$ cat src/rtl/srn_pkg.sv
package srn_pkg;
  typedef enum logic [1:0] {
    LD_HOLD   = 2'd0,
    LD_APPLY  = 2'd1,
    LD_REJECT = 2'd2
  } srn_load_e;
endpackage

$ cat src/rtl/srn_ctrl.sv
module srn_ctrl
  import srn_pkg::*;
#(
  parameter int NL = 8,
  localparam int NCOL = NL + 1
) (
  input  logic            clk_i,
  input  logic            rst_ni,
  input  logic            idle_i,
  input  logic [NCOL-1:0] fmap_i,
  output logic [NCOL-1:0] map_o,
  output logic            unrep_o,
  output logic [NL-1:0]   shift_o
);
  logic [NCOL-1:0] map_q;
  logic            unrep_q;
  logic            multi;
  srn_load_e       ld;

  assign multi = (fmap_i & (fmap_i - NCOL'(1))) != '0;

  always_comb begin
    if (!idle_i)    ld = LD_HOLD;
    else if (multi) ld = LD_REJECT;
    else            ld = LD_APPLY;
  end

  always_ff @(posedge clk_i or negedge rst_ni) begin
    if (!rst_ni) begin
      map_q   <= '0;
      unrep_q <= 1'b0;
    end else begin
      case (ld)
        LD_APPLY: begin
          map_q   <= fmap_i;
          unrep_q <= 1'b0;
        end
        LD_REJECT: unrep_q <= 1'b1;
        default: ;
      endcase
    end
  end

  // lane i moves up once the bad column is at or below i
  always_comb begin
    logic acc;
    acc = 1'b0;
    for (int i = 0; i < NL; i++) begin
      acc        = acc | map_q[i];
      shift_o[i] = acc;
    end
  end

  assign map_o   = map_q;
  assign unrep_o = unrep_q;
endmodule

$ cat src/rtl/srn_in_steer.sv
module srn_in_steer #(
  parameter int NL = 8,
  parameter int W  = 8,
  localparam int NCOL = NL + 1
) (
  input  logic [NL*W-1:0]   lane_i,
  input  logic [NL-1:0]     shift_i,
  output logic [NCOL*W-1:0] col_o
);
  for (genvar p = 0; p < NCOL; p++) begin : g_col
    logic take_own, take_low;
    if (p < NL) begin : g_own
      assign take_own = !shift_i[p];
    end else begin : g_no_own
      assign take_own = 1'b0;
    end
    if (p > 0) begin : g_low
      assign take_low = shift_i[p-1];
    end else begin : g_no_low
      assign take_low = 1'b0;
    end
    always_comb begin
      col_o[p*W +: W] = '0;
      if (take_own)      col_o[p*W +: W] = lane_i[(p < NL ? p : 0)*W +: W];
      else if (take_low) col_o[p*W +: W] = lane_i[(p > 0 ? p-1 : 0)*W +: W];
    end
  end
endmodule

$ cat src/rtl/srn_cell.sv
module srn_cell #(
  parameter int          W       = 8,
  parameter logic [W-1:0] INC     = W'(3),
  parameter logic [W-1:0] CORRUPT = W'(8'hA5)
) (
  input  logic         clk_i,
  input  logic         rst_ni,
  input  logic [W-1:0] d_i,
  input  logic         bad_i,
  output logic [W-1:0] res_o,
  output logic         bad_o
);
  logic [W-1:0] res_q;
  logic         bad_q;

  always_ff @(posedge clk_i or negedge rst_ni) begin
    if (!rst_ni) begin
      res_q <= '0;
      bad_q <= 1'b0;
    end else begin
      res_q <= d_i + INC;
      bad_q <= bad_i;
    end
  end

  assign res_o = bad_q ? CORRUPT : res_q;
  assign bad_o = bad_q;
endmodule

$ cat src/rtl/srn_out_steer.sv
module srn_out_steer #(
  parameter int NL = 8,
  parameter int W  = 8,
  localparam int NCOL = NL + 1
) (
  input  logic              clk_i,
  input  logic              rst_ni,
  input  logic [NL-1:0]     shift_i,
  input  logic [NCOL*W-1:0] col_i,
  output logic [NL*W-1:0]   lane_o,
  output logic [NL-1:0]     sel_o
);
  // select travels with the data it steered in
  logic [NL-1:0] sel_q;

  always_ff @(posedge clk_i or negedge rst_ni) begin
    if (!rst_ni) sel_q <= '0;
    else         sel_q <= shift_i;
  end

  for (genvar i = 0; i < NL; i++) begin : g_lane
    assign lane_o[i*W +: W] = sel_q[i] ? col_i[(i+1)*W +: W] : col_i[i*W +: W];
  end

  assign sel_o = sel_q;
endmodule

$ cat src/rtl/srn_repair_top.sv
module srn_repair_top #(
  parameter int           NL      = 8,
  parameter int           W       = 8,
  parameter logic [W-1:0] INC     = W'(3),
  parameter logic [W-1:0] CORRUPT = W'(8'hA5),
  localparam int NCOL = NL + 1
) (
  input  logic              clk_i,
  input  logic              rst_ni,
  input  logic              idle_i,
  input  logic [NCOL-1:0]   fmap_i,
  input  logic [NL*W-1:0]   lane_d_i,
  output logic [NL*W-1:0]   lane_q_o,
  output logic [NCOL-1:0]   map_o,
  output logic              unrep_o
);
  logic [NL-1:0]     shift;
  logic [NL-1:0]     out_shift_q;
  logic [NCOL*W-1:0] col_d;
  logic [NCOL*W-1:0] col_q;
  logic [NCOL-1:0]   cell_bad_q;

  srn_ctrl #(.NL(NL)) u_ctrl (
    .clk_i   (clk_i),
    .rst_ni  (rst_ni),
    .idle_i  (idle_i),
    .fmap_i  (fmap_i),
    .map_o   (map_o),
    .unrep_o (unrep_o),
    .shift_o (shift)
  );

  srn_in_steer #(.NL(NL), .W(W)) u_in (
    .lane_i  (lane_d_i),
    .shift_i (shift),
    .col_o   (col_d)
  );

  for (genvar p = 0; p < NCOL; p++) begin : g_cell
    srn_cell #(.W(W), .INC(INC), .CORRUPT(CORRUPT)) u_cell (
      .clk_i  (clk_i),
      .rst_ni (rst_ni),
      .d_i    (col_d[p*W +: W]),
      .bad_i  (map_o[p]),
      .res_o  (col_q[p*W +: W]),
      .bad_o  (cell_bad_q[p])
    );
  end

  srn_out_steer #(.NL(NL), .W(W)) u_out (
    .clk_i   (clk_i),
    .rst_ni  (rst_ni),
    .shift_i (shift),
    .col_i   (col_q),
    .lane_o  (lane_q_o),
    .sel_o   (out_shift_q)
  );
endmodule

$ cat config.mk
export PLATFORM = sky130hd
export DESIGN_NAME = srn_repair_top
export DESIGN_NICKNAME = d
export VERILOG_FILES = /design/src/rtl/srn_pkg.sv /design/src/rtl/srn_ctrl.sv /design/src/rtl/srn_in_steer.sv /design/src/rtl/srn_cell.sv /design/src/rtl/srn_out_steer.sv /design/src/rtl/srn_repair_top.sv
export SDC_FILE = /design/constraint.sdc
export NUM_CORES = 1
export LEC_CHECK = 0
export BUFFER_PORTS_ARGS = -buffer_cell sky130_fd_sc_hd__buf_2
export CORE_UTILIZATION = 54
export DETAILED_ROUTE_END_ITERATION = 6
export PLACE_DENSITY = 0.81
export SLEW_MARGIN = 25
export SYNTH_ARGS = -nofsm -noshare
export SYNTH_HDL_FRONTEND = slang
export SYNTH_SLANG_ARGS = --single-unit
$ cat constraint.sdc
create_clock -name clk_i -period 3.5 [get_ports clk_i]
set_clock_uncertainty 0.05 [all_clocks]
set_input_delay 0.35 -clock clk_i [delete_from_list [all_inputs] [get_ports clk_i]]
set_output_delay 0.35 -clock clk_i [all_outputs]
set_load 0.02 [all_outputs]
==> run metrics, run 1 <==
syn nets=702; clk_lat worst skew=0.37 ns; Via Count=5,025; crit path max fanout=17; M1 GR Usage=40.5%; Final Power=4.94 mW; final hold vios=60; Critical Path AT=3.33 ns; Synth Area per Inst=9.39 um^2; Max Cap Viol=0; Post-synth EDFFs=0; chip height=106 um; chip width=106 um; Max Buffers Root-to-Sink=2; vias in the first global route=4,752; DRC=0; post-synth top area share=42.4%; setup TNS=0 ns; top cell type by total area after synthesis=dfrtp_1; clock root buffer=clkbuf_8; CP Capture Type=flop; top-level I/O count=150; leakage power=3.12 nW; clock sinks=98; fillers=885; largest net degree at the start of global routing=83; met2 Use GR=43.3%; CTS clk-pin slew, worst paths=0.09 ns; R2R Path End=g_cell[7].u_cell.res_q[6]$_DFF_PN0_; violated checks=negative hold slack; share of layout cells above drive strength 1=25.6%; row cnt=37; Synth top cells by count=98 x dfrtp_1, 64 x nor2_1, 57 x a21oi_1; RSZ-0062 raised after global routing=no; Worst EP required=3.71 ns; CP startpoint kind=flop; worst r2r src=u_ctrl.map_o[2]$_DFFE_PN0N_; Final #Nets=830; postcts setup bufs=0; drt pass-1 iters=5; Cell variety after synth=51; CP Class=flop to flop; M3 GR Usage=4.70%; CTS resizes=0; Power Density=730 nW/um^2; antenna cells=0; WHS=-0.0414 ns; Initial DRC Count=485; Worst-Margin Slew=0.738 ns; fin crit share=89.1%; status=finished with violations; Post-CTS Hold Fix Bufs=0; CP endpoint=g_cell[7].u_cell.res_q[6]$_DFF_PN0_; # H-tree levels=3; final number of max-transition violations=0; Seq/Total Area, Yosys=42.4%; Non-Filler Instances=886; cts bufs inserted=9; main area contributors after synthesis=dfrtp_1 42%, mux2i_1 5.5%, a21oi_1 4.9%; count leader, synth=dfrtp_1; Post-DP HPWL=12,000 um; RD Place Congestion=0.964; GR Util All Layers=28.5%; Placed Cells=870; max_slew headroom=50.8%; Detailed Route WL=15,300 um; die footprint=11,100 um^2; fin crit period=3.12 ns; Yosys Warn Count=0; global-route wire length before repair=24,400 um; ys flop type=dfrtp_1; Seq cells post-synth=98; post-layout util=65.3%; ys async rst share=100%; core box area=10,400 um^2; Synth-to-Final Area Change=16.9%; TritonCTS clock tree=done; wire per inst=17.3 um; Worst VDD drop=0.371 mV; highest clock rate=321 MHz; initial core utilization=55.8%; Via density=5.67; initial antenna violation count=0; crit path from=u_ctrl.map_o[2]$_DFFE_PN0N_; remaining global-route overflow=0; worst min-delay path class=input pin to asynchronous set/reset pin; Mapped Area=5790 um^2; ANT nets after route=0; Port Buffers=149; Cells after Synth=617; grt peak-use layer=met2; reg2reg setup slack=0.38 ns; worst reg-to-reg path cell count=14; Finish-stage setup viols=0
[metal layers]
layer  up-vias  wire length (um)
met5         -                 0
met4         0               378
met3        31               931
met2       213              7090
met1      2369              6930
li1       2412                 -
[state kept, by name, summed over array words and instances, names as in the netlist]
| register | count |
|---|---|
| g_cell.u_cell.res_q | 72 |
| g_cell.u_cell.bad_o | 8 |
| u_ctrl.unrep_o | 1 |
| u_ctrl.map_o | 9 |
| u_out.sel_o | 8 |
[through the flow]
stage               cell area, um^2  worst slack, ns  hold WS (ns)
floorplan                      5790            0.681       0.00441
global placement               6560            0.543         0.346
detailed placement             6560            0.412         0.347
CTS                            6760            0.391         0.131
global route                   6770           0.0884        0.0264
finish                         6770            0.382       -0.0414
[worst max-delay path: stages, from the launching register on]
cell     delay, ns
dfrtp_1       0.53
nor4_4        0.46
inv_4         0.17
nor2_8        0.17
inv_4         0.11
nor2_8        0.16
inv_6         0.08
nor2_8        0.11
inv_2         0.13
nor3b_1       0.22
a21oi_1       0.07
ha_1          0.27
nor3b_1       0.24
xnor2_1       0.15
o22ai_1       0.09
[layout make-up]
cell class              instances  area (um^2)  area share [%]
flip-flops and latches         98         2450            36.2
multi-input cells             460         3050            45.1
repair buffers                155          797            11.8
clock inverters                 4         50.0           0.740
clock buffers                  12          155            2.29
inverters                      21         88.8            1.31
well taps                     136          170            2.51
[report_power, final]
| group | switching, mW | leakage, nW | internal, mW |
|---|---|---|---|
| logic | 1.52 | 1.84 | 0.898 |
| clock network | 0.381 | 0.0986 | 0.368 |
| registers | 0.311 | 1.18 | 1.47 |
| total | 2.21 | 3.12 | 2.73 |
[kinds of logic (layout without fill, tap and decap cells)]
logic type	after synthesis	in the layout	share of synthesized area (%)
simple gates	232	232	22.3
compound gates	120	120	12.4
flops	98	98	42.4
buf+inv	59	192	4.93
xor+xnor	58	58	8.77
mux	41	41	7.28
fa+ha+maj	9	9	1.94
[worst min-delay path by stage]
stage | cells after the start | slack (ns) | startpoint | endpoint
6_report | 1 | -0.04 | rst_ni | g_cell[6].u_cell.res_q[1]$_DFF_PN0_
5_1_grt | 1 | 0.03 | rst_ni | g_cell[6].u_cell.res_q[1]$_DFF_PN0_
2_1_floorplan | 0 | 0.004 | rst_ni | g_cell[0].u_cell.res_q[0]$_DFF_PN0_
3_5_place_dp | 0 | 0.35 | u_ctrl.map_o[8]$_DFFE_PN0N_ | g_cell[8].u_cell.bad_o$_DFF_PN0_
4_1_cts | 1 | 0.13 | rst_ni | g_cell[6].u_cell.res_q[1]$_DFF_PN0_
3_3_place_gp | 0 | 0.35 | u_ctrl.map_o[8]$_DFFE_PN0N_ | g_cell[8].u_cell.bad_o$_DFF_PN0_
[cell usage in the layout, fill, tap and decap left out, types with 10 or more instances in the layout]
| cell type | synthesis | routed |
|---|---|---|
| buf_2 | 1 | 148 |
| or3_1 | 11 | 11 |
| nand2b_1 | 33 | 33 |
| nand2_1 | 27 | 27 |
| o22ai_1 | 10 | 10 |
| nand3_1 | 13 | 13 |
| a21oi_1 | 57 | 57 |
| inv_1 | 14 | 14 |
| o21ai_0 | 20 | 20 |
| nor3b_1 | 22 | 22 |
| xor2_1 | 32 | 32 |
| mux2i_1 | 32 | 32 |
| xnor2_1 | 26 | 26 |
| nor3_1 | 32 | 32 |
| nor2_1 | 64 | 64 |
| clkbuf_8 | 0 | 11 |
| dfrtp_1 | 98 | 98 |
No activity file was read; power rests on OpenSTA's default activity.
==> run 2, diff against run 1 <==
--- a/config.mk
+++ b/config.mk
@@ -6,9 +6,12 @@
 export NUM_CORES = 1
 export LEC_CHECK = 0
 export BUFFER_PORTS_ARGS = -buffer_cell sky130_fd_sc_hd__buf_2
-export CORE_UTILIZATION = 54
+export CELL_PAD_IN_SITES_DETAIL_PLACEMENT = 0
+export CELL_PAD_IN_SITES_GLOBAL_PLACEMENT = 1
+export CORE_UTILIZATION = 40
 export DETAILED_ROUTE_END_ITERATION = 6
-export PLACE_DENSITY = 0.81
+export MAX_ROUTING_LAYER = met4
+export PLACE_DENSITY = 0.8
 export SLEW_MARGIN = 25
 export SYNTH_ARGS = -nofsm -noshare
 export SYNTH_HDL_FRONTEND = slang
==> run 2 against run 1 <==
Against the previous run: sequential power hardly changed; clock power increased by 39%; register-to-register slack gained 0.14 ns; via count shrank 1.2%; the flow now finishes without violations; critical path depth is the same; wire length up 5.3%; non-clock buffer count unchanged; design area up 2.3%; first-iteration DRC count is 20% lower; worst setup slack better by 0.14 ns; combinational power hardly changed; clock-buffer cell count down 1.
==> run metrics, run 2 (synthesis gave the netlist of run 1 again) <==
Power Density=757 nW/um^2 (was 730 nW/um^2); CP endpoint=g_cell[7].u_cell.res_q[6]$_DFF_PN0_ (unchanged); antenna cells=0 (unchanged); CP startpoint kind=flop (unchanged); vias in the first global route=4,732 (was 4,752); die footprint=15,000 um^2 (was 11,100 um^2); most frequent cells in the layout=148 x buf_2, 98 x dfrtp_1, 64 x nor2_1 (unchanged); initial core utilization=41.4% (was 55.8%); chip height=122 um (was 106 um); CTS clk-pin slew, worst paths=0.06 ns (was 0.09 ns); final hold vios=0 (was 60); worst r2r src=u_ctrl.map_o[2]$_DFFE_PN0N_ (unchanged); Via Count=4,966 (was 5,025); Max Cap Viol=0 (unchanged); core box area=14,000 um^2 (was 10,400 um^2); WHS=0.0146 ns (was -0.0414 ns); Worst-Margin Slew=0.737 ns (was 0.738 ns); fin crit period=2.98 ns (was 3.12 ns); fin crit share=85.2% (was 89.1%); chip width=122 um (was 106 um); leading cell type in the layout, fill and taps excluded=buf_2 (unchanged); clock sinks=98 (unchanged); RSZ-0062 raised after global routing=no (unchanged); Place WS=0.526 ns (was 0.412 ns); Port Buffers=149 (unchanged); CP Class=flop to flop (unchanged); setup slack after layout=0.519 ns (was 0.382 ns); largest net degree at the start of global routing=82 (was 83); Net Sw Power=2.24 mW (was 2.21 mW); multi-input logic area=3050 um^2 (unchanged); GR Util All Layers=23.1% (was 28.5%); Top Layer Used=met4 (unchanged); worst reg-to-reg path cell count=14 (unchanged); Clk pwr share=19.9% (was 15.2%); final number of max-transition violations=0 (unchanged); Finish-stage setup viols=0 (unchanged); Storage cell area=2450 um^2 (unchanged); TritonCTS clock tree=done (unchanged); Critical Path AT=3.15 ns (was 3.33 ns); metal3 WL=927 um (was 931 um); clock root buffer=clkbuf_16 (was clkbuf_8); postcts setup bufs=0 (unchanged); crit path max fanout=17 (unchanged); Comb pwr share=46.1% (was 48.9%); Placed Cells=914 (was 870); RD Place Congestion=0.936 (was 0.964); M1 WL=7710 um (was 6930 um); placed inst area=6610 um^2 (was 6560 um^2); Post-CTS Hold Fix Bufs=0 (unchanged); clk_lat worst skew=0.34 ns (was 0.37 ns); max_slew headroom=50.9% (was 50.8%); CTS resizes=0 (unchanged); crit path from=u_ctrl.map_o[2]$_DFFE_PN0N_ (unchanged); cts bufs inserted=9 (unchanged); R2R Path End=g_cell[7].u_cell.res_q[6]$_DFF_PN0_ (unchanged); top-level I/O count=150 (unchanged); switching share of power=42.6% (was 44.7%); Detailed Route WL=16,100 um (was 15,300 um); leakage power=3.17 nW (was 3.12 nW); Final #Nets=830 (unchanged); remaining global-route overflow=0 (unchanged); drt pass-1 iters=5 (unchanged); fillers=1,333 (was 885); initial antenna violation count=0 (unchanged); Worst VDD drop=0.231 mV (was 0.371 mV); global-route wire length before repair=25,300 um (was 24,400 um); reg2reg setup slack=0.52 ns (was 0.38 ns); ANT nets after route=0 (unchanged); Post-DP HPWL=12,700 um (was 12,000 um); worst min-delay path class=input pin to asynchronous set/reset pin (unchanged); post-route design area=6920 um^2 (was 6770 um^2); sequential power share=34.1% (was 36.0%); internal power=3.01 mW (was 2.73 mW); Largest register FFs=72 (unchanged); Max Buffers Root-to-Sink=2 (unchanged); Initial DRC Count=390 (was 485); highest clock rate=335 MHz (was 321 MHz); share of layout cells above drive strength 1=25.4% (was 25.6%); row cnt=43 (was 37); post-layout util=49.5% (was 65.3%); DRC=0 (unchanged); wire per inst=17.4 um (was 17.3 um); Final Power=5.24 mW (was 4.94 mW); status=completed (was finished with violations); WL met2=7270 um (was 7090 um); # H-tree levels=3 (unchanged); CP Capture Type=flop (unchanged); Biggest register=g_cell.u_cell.res_q (unchanged); Synth-to-Final Area Change=19.6% (was 16.9%); setup TNS=0 ns (unchanged); Worst EP required=3.67 ns (was 3.71 ns); Non-Filler Instances=928 (was 886); Via density=5.35 (was 5.67)
-- run 2: cell types whose count changed in the layout (fill, tap and decap cells not counted), sizes merged --
cell      delta
bufinv       +1
clkbuf       -1
clkinvlp     -2
-- run 2: how the worst min path moves through the flow --
stage | start | endpoint | slack, ns | depth (start not counted)
after global placement | u_ctrl.map_o[8]$_DFFE_PN0N_ | g_cell[8].u_cell.bad_o$_DFF_PN0_ | 0.35 | 0
after detailed placement | u_ctrl.map_o[8]$_DFFE_PN0N_ | g_cell[8].u_cell.bad_o$_DFF_PN0_ | 0.36 | 0
after global routing | rst_ni | g_cell[7].u_cell.res_q[3]$_DFF_PN0_ | 0.07 | 1
after floorplan | rst_ni | g_cell[0].u_cell.res_q[0]$_DFF_PN0_ | 0.004 | 0
final | rst_ni | g_cell[6].u_cell.res_q[3]$_DFF_PN0_ | 0.01 | 1
after CTS | idle_i | u_ctrl.unrep_o$_DFFE_PN0P_ | 0.18 | 2
-- run 2: power by group through the flow --
stage	combinational [mW]	sequential (mW)	clock, mW
after floorplan	1.86	1.61	0
after global placement	2.40	1.80	0
after detailed placement	2.42	1.80	0
after CTS	2.43	1.78	1.06
after global routing	2.66	1.83	1.11
final	2.42	1.79	1.04
-- run 2: final cells by class --
class | instances | area share, %
multi-input combinational | 460 | 44.1
sequential | 98 | 35.4
timing repair buffer | 155 | 11.5
clock buffer | 11 | 3.51
tap | 180 | 3.25
inverter | 21 | 1.28
clock inverter | 3 | 0.940
-- run 2: critical path: stages (launching register included) --
cell and delay [ns]:
dfrtp_1 0.51, nor4_4 0.34, inv_4 0.15, nor2_8 0.16, inv_4 0.11, nor2_8 0.15
inv_6 0.08, nor2_8 0.11, inv_2 0.14, nor3b_1 0.25, a21oi_1 0.07, ha_1 0.26
nor3b_1 0.24, xnor2_1 0.15, o22ai_1 0.08
-- run 2: routing by layer --
layer	vias to the layer above	GRT usage, %
met2	159	33.5
met4	0	6.94
li1	2412	-
met1	2374	33.1
met3	21	3.30
met5	-	-
==> run 3, diff against run 2 <==
--- a/config.mk
+++ b/config.mk
@@ -11,7 +11,7 @@
 export CORE_UTILIZATION = 40
 export DETAILED_ROUTE_END_ITERATION = 6
 export MAX_ROUTING_LAYER = met4
-export PLACE_DENSITY = 0.8
+export PLACE_DENSITY = 0.84
 export SLEW_MARGIN = 25
 export SYNTH_ARGS = -nofsm -noshare
 export SYNTH_HDL_FRONTEND = slang
==> run 3 against run 2 <==
Against the previous run: global-route usage down 0.24 points; sequential power about the same; via count is 0.81% higher; total power decreased by 0.85%; worst setup slack improved by 0.011 ns; maximum frequency increased by 0.36%; design area is essentially flat; clock power is essentially flat; clock-buffer cell count rose by 1; sequential cell count stayed put; core utilization about the same; highest routed layer unchanged.
==> run metrics, run 3 (synthesis gave the netlist of run 1 again) <==
status=completed (unchanged); Largest register FFs=72 (unchanged); M1 GR Usage=33.1% (about the same); vias in the first global route=4,679 (was 4,732); clk_lat worst skew=0.34 ns (about the same); Finish-stage setup viols=0 (unchanged); WHS Endpoint=u_ctrl.unrep_o$_DFFE_PN0P_; RD Place Congestion=0.946 (was 0.936); worst r2r src=u_ctrl.map_o[2]$_DFFE_PN0N_ (unchanged); reg2reg setup slack=0.53 ns (was 0.52 ns); crit path max fanout=17 (unchanged); clock sinks=98 (unchanged); Max Buffers Root-to-Sink=2 (unchanged); GR Util All Layers=22.8% (was 23.1%); DRC=0 (unchanged); crit path from=u_ctrl.map_o[2]$_DFFE_PN0N_ (unchanged); M3 GR Usage=3.02% (was 3.30%); CP Capture Type=flop (unchanged); setup TNS=0 ns (unchanged); initial antenna violation count=0 (unchanged); Critical Path Slowest Stage Cell=dfrtp_1 (unchanged); top-level I/O count=150 (unchanged); R2R Path End=g_cell[7].u_cell.res_q[6]$_DFF_PN0_ (unchanged); fin crit period=2.97 ns (was 2.98 ns); Via Count=5,006 (was 4,966); grt peak-use layer=met2 (unchanged); Max Cap Viol=0 (unchanged); chip width=122 um (unchanged); share of layout cells above drive strength 1=25.6% (was 25.4%); Initial DRC Count=270 (was 390); final hold vios=0 (unchanged); chip height=122 um (unchanged); drt pass-1 iters=5 (unchanged); Synth-to-Final Area Change=19.7% (was 19.6%); sequential power share=34.4% (was 34.1%); Worst-Margin Slew=0.613 ns (was 0.737 ns); switching share of power=43.1% (was 42.6%); CP Class=flop to flop (unchanged); most frequent cells in the layout=148 x buf_2, 98 x dfrtp_1, 64 x nor2_1 (unchanged); final number of max-transition violations=0 (unchanged); worst hold path depth=2; antenna cells=0 (unchanged); CP max stage delay=0.52 ns (was 0.51 ns); clock root buffer=clkbuf_16 (unchanged); post-layout util=49.5% (about the same); fin crit share=84.9% (was 85.2%); Critical Path AT=3.14 ns (was 3.15 ns); die footprint=15,000 um^2 (unchanged); Final #Nets=831 (was 830); ANT nets after route=0 (unchanged); internal power=2.96 mW (was 3.01 mW); Detailed Route WL=16,200 um (was 16,100 um); Biggest register=g_cell.u_cell.res_q (unchanged); Net Sw Power=2.24 mW (about the same); worst reg-to-reg path cell count=14 (unchanged); leading cell type in the layout, fill and taps excluded=buf_2 (unchanged); # H-tree levels=3 (unchanged); CTS clk-pin slew, worst paths=0.07 ns (was 0.06 ns); Comb pwr share=46.3% (was 46.1%); Worst VDD drop=0.247 mV (was 0.231 mV); leakage power=3.17 nW (about the same); most used cell, CP=nor2_8 (unchanged); Via density=5.38 (was 5.35); TritonCTS clock tree=done (unchanged); Worst EP required=3.67 ns (about the same); RSZ-0062 raised after global routing=no (unchanged); highest clock rate=337 MHz (was 335 MHz); initial core utilization=41.4% (unchanged); Clk pwr share=19.3% (was 19.9%); worst min-delay path class=input pin to flop (was input pin to asynchronous set/reset pin); max_slew headroom=58.1% (was 50.9%); largest net degree at the start of global routing=38 (was 82); CP startpoint kind=flop (unchanged); postcts setup bufs=0 (unchanged); remaining global-route overflow=0 (unchanged); hold_sp=idle_i; Port Buffers=149 (unchanged); global-route wire length before repair=25,100 um (was 25,300 um); critical path cell sequence=nor4_4 -> inv_4 -> nor2_8 -> inv_4 -> nor2_8 -> inv_6 -> nor2_8 -> inv_2 -> nor3b_1 -> a21oi_1 -> ha_1 -> nor3b_1 -> xnor2_1 -> o22ai_1 (unchanged); row cnt=43 (unchanged); met2 Use GR=33.3% (was 33.5%); Post-DP HPWL=13,000 um (was 12,700 um); wire per inst=17.4 um (about the same); core box area=14,000 um^2 (unchanged); cts bufs inserted=9 (unchanged); Power Density=750 nW/um^2 (was 757 nW/um^2)
-- run 3: changes by cell type in the layout (fill, tap and decap cells not counted), sizes merged --
cell | before | now
clkbuf | 11 | 12
bufinv | 2 | 1
dlygate4sd3 | 0 | 1
clkinvlp | 0 | 2
-- run 3: per-stage QoR --
stage | cell area (um^2) | hold slack (ns) | power, mW | setup WS (ns) | std cells
3_5_place_dp | 6610 | 0.267 | 4.22 | 0.526 | 914
6_report | 6930 | 0.188 | 5.20 | 0.530 | 931
5_1_grt | 6930 | 0.190 | 5.55 | 0.305 | 931
2_1_floorplan | 5790 | 0.00441 | 3.46 | 0.681 | 617
3_3_place_gp | 6610 | 0.262 | 4.18 | 0.654 | 914
4_1_cts | 6930 | 0.182 | 5.24 | 0.507 | 931
-- run 3: how the worst max path moves through the flow --
stage,to,slack [ns],depth (start not counted)
floorplan,g_cell[7].u_cell.res_q[6]$_DFF_PN0_,0.68,16
global placement,g_cell[7].u_cell.res_q[6]$_DFF_PN0_,0.65,14
detailed placement,g_cell[7].u_cell.res_q[6]$_DFF_PN0_,0.53,14
CTS,g_cell[7].u_cell.res_q[6]$_DFF_PN0_,0.51,14
global route,g_cell[7].u_cell.res_q[6]$_DFF_PN0_,0.31,14
finish,g_cell[7].u_cell.res_q[6]$_DFF_PN0_,0.53,14
-- run 3: final cells by class --
| class | instances | area (um^2) |
|---|---|---|
| timing repair buffer | 156 | 803 |
| inverter | 21 | 88.8 |
| fill | 1365 | 7060 |
| multi-input combinational | 460 | 3050 |
| sequential | 98 | 2450 |
| clock buffer | 12 | 256 |
| tap | 180 | 225 |
| clock inverter | 4 | 50.0 |
-- run 3: repair_timing --
action | in CTS | in global routing
gates resized for setup | 0 | 0
endpoints found under the hold margin | 30 | 0
hold buffers | 1 | 0
-- run 3: layer usage --
layer	part of all wire [%]	wire length [um]
met5	0	0
met4	1.1	182
met3	5.5	888
met2	45	7310
met1	48	7810
-- run 3: power by group through the flow --
stage	sequential, mW	clock (mW)	combinational [mW]
detailed placement	1.81	0	2.41
CTS	1.79	1.03	2.42
floorplan	1.61	0	1.86
finish	1.79	1.01	2.41
global placement	1.80	0	2.39
global route	1.84	1.08	2.64
-- run 3: critical path: cells and delay by family (launching register included) --
family                     cells  cell delay, ns
and+or+nand+nor                6            1.23
adders and majority gates      1            0.26
buffers and inverters          4            0.46
DFF                            1            0.52
xor gates and xnor gates       1            0.15
AOI/OAI and AO/OA              2            0.16
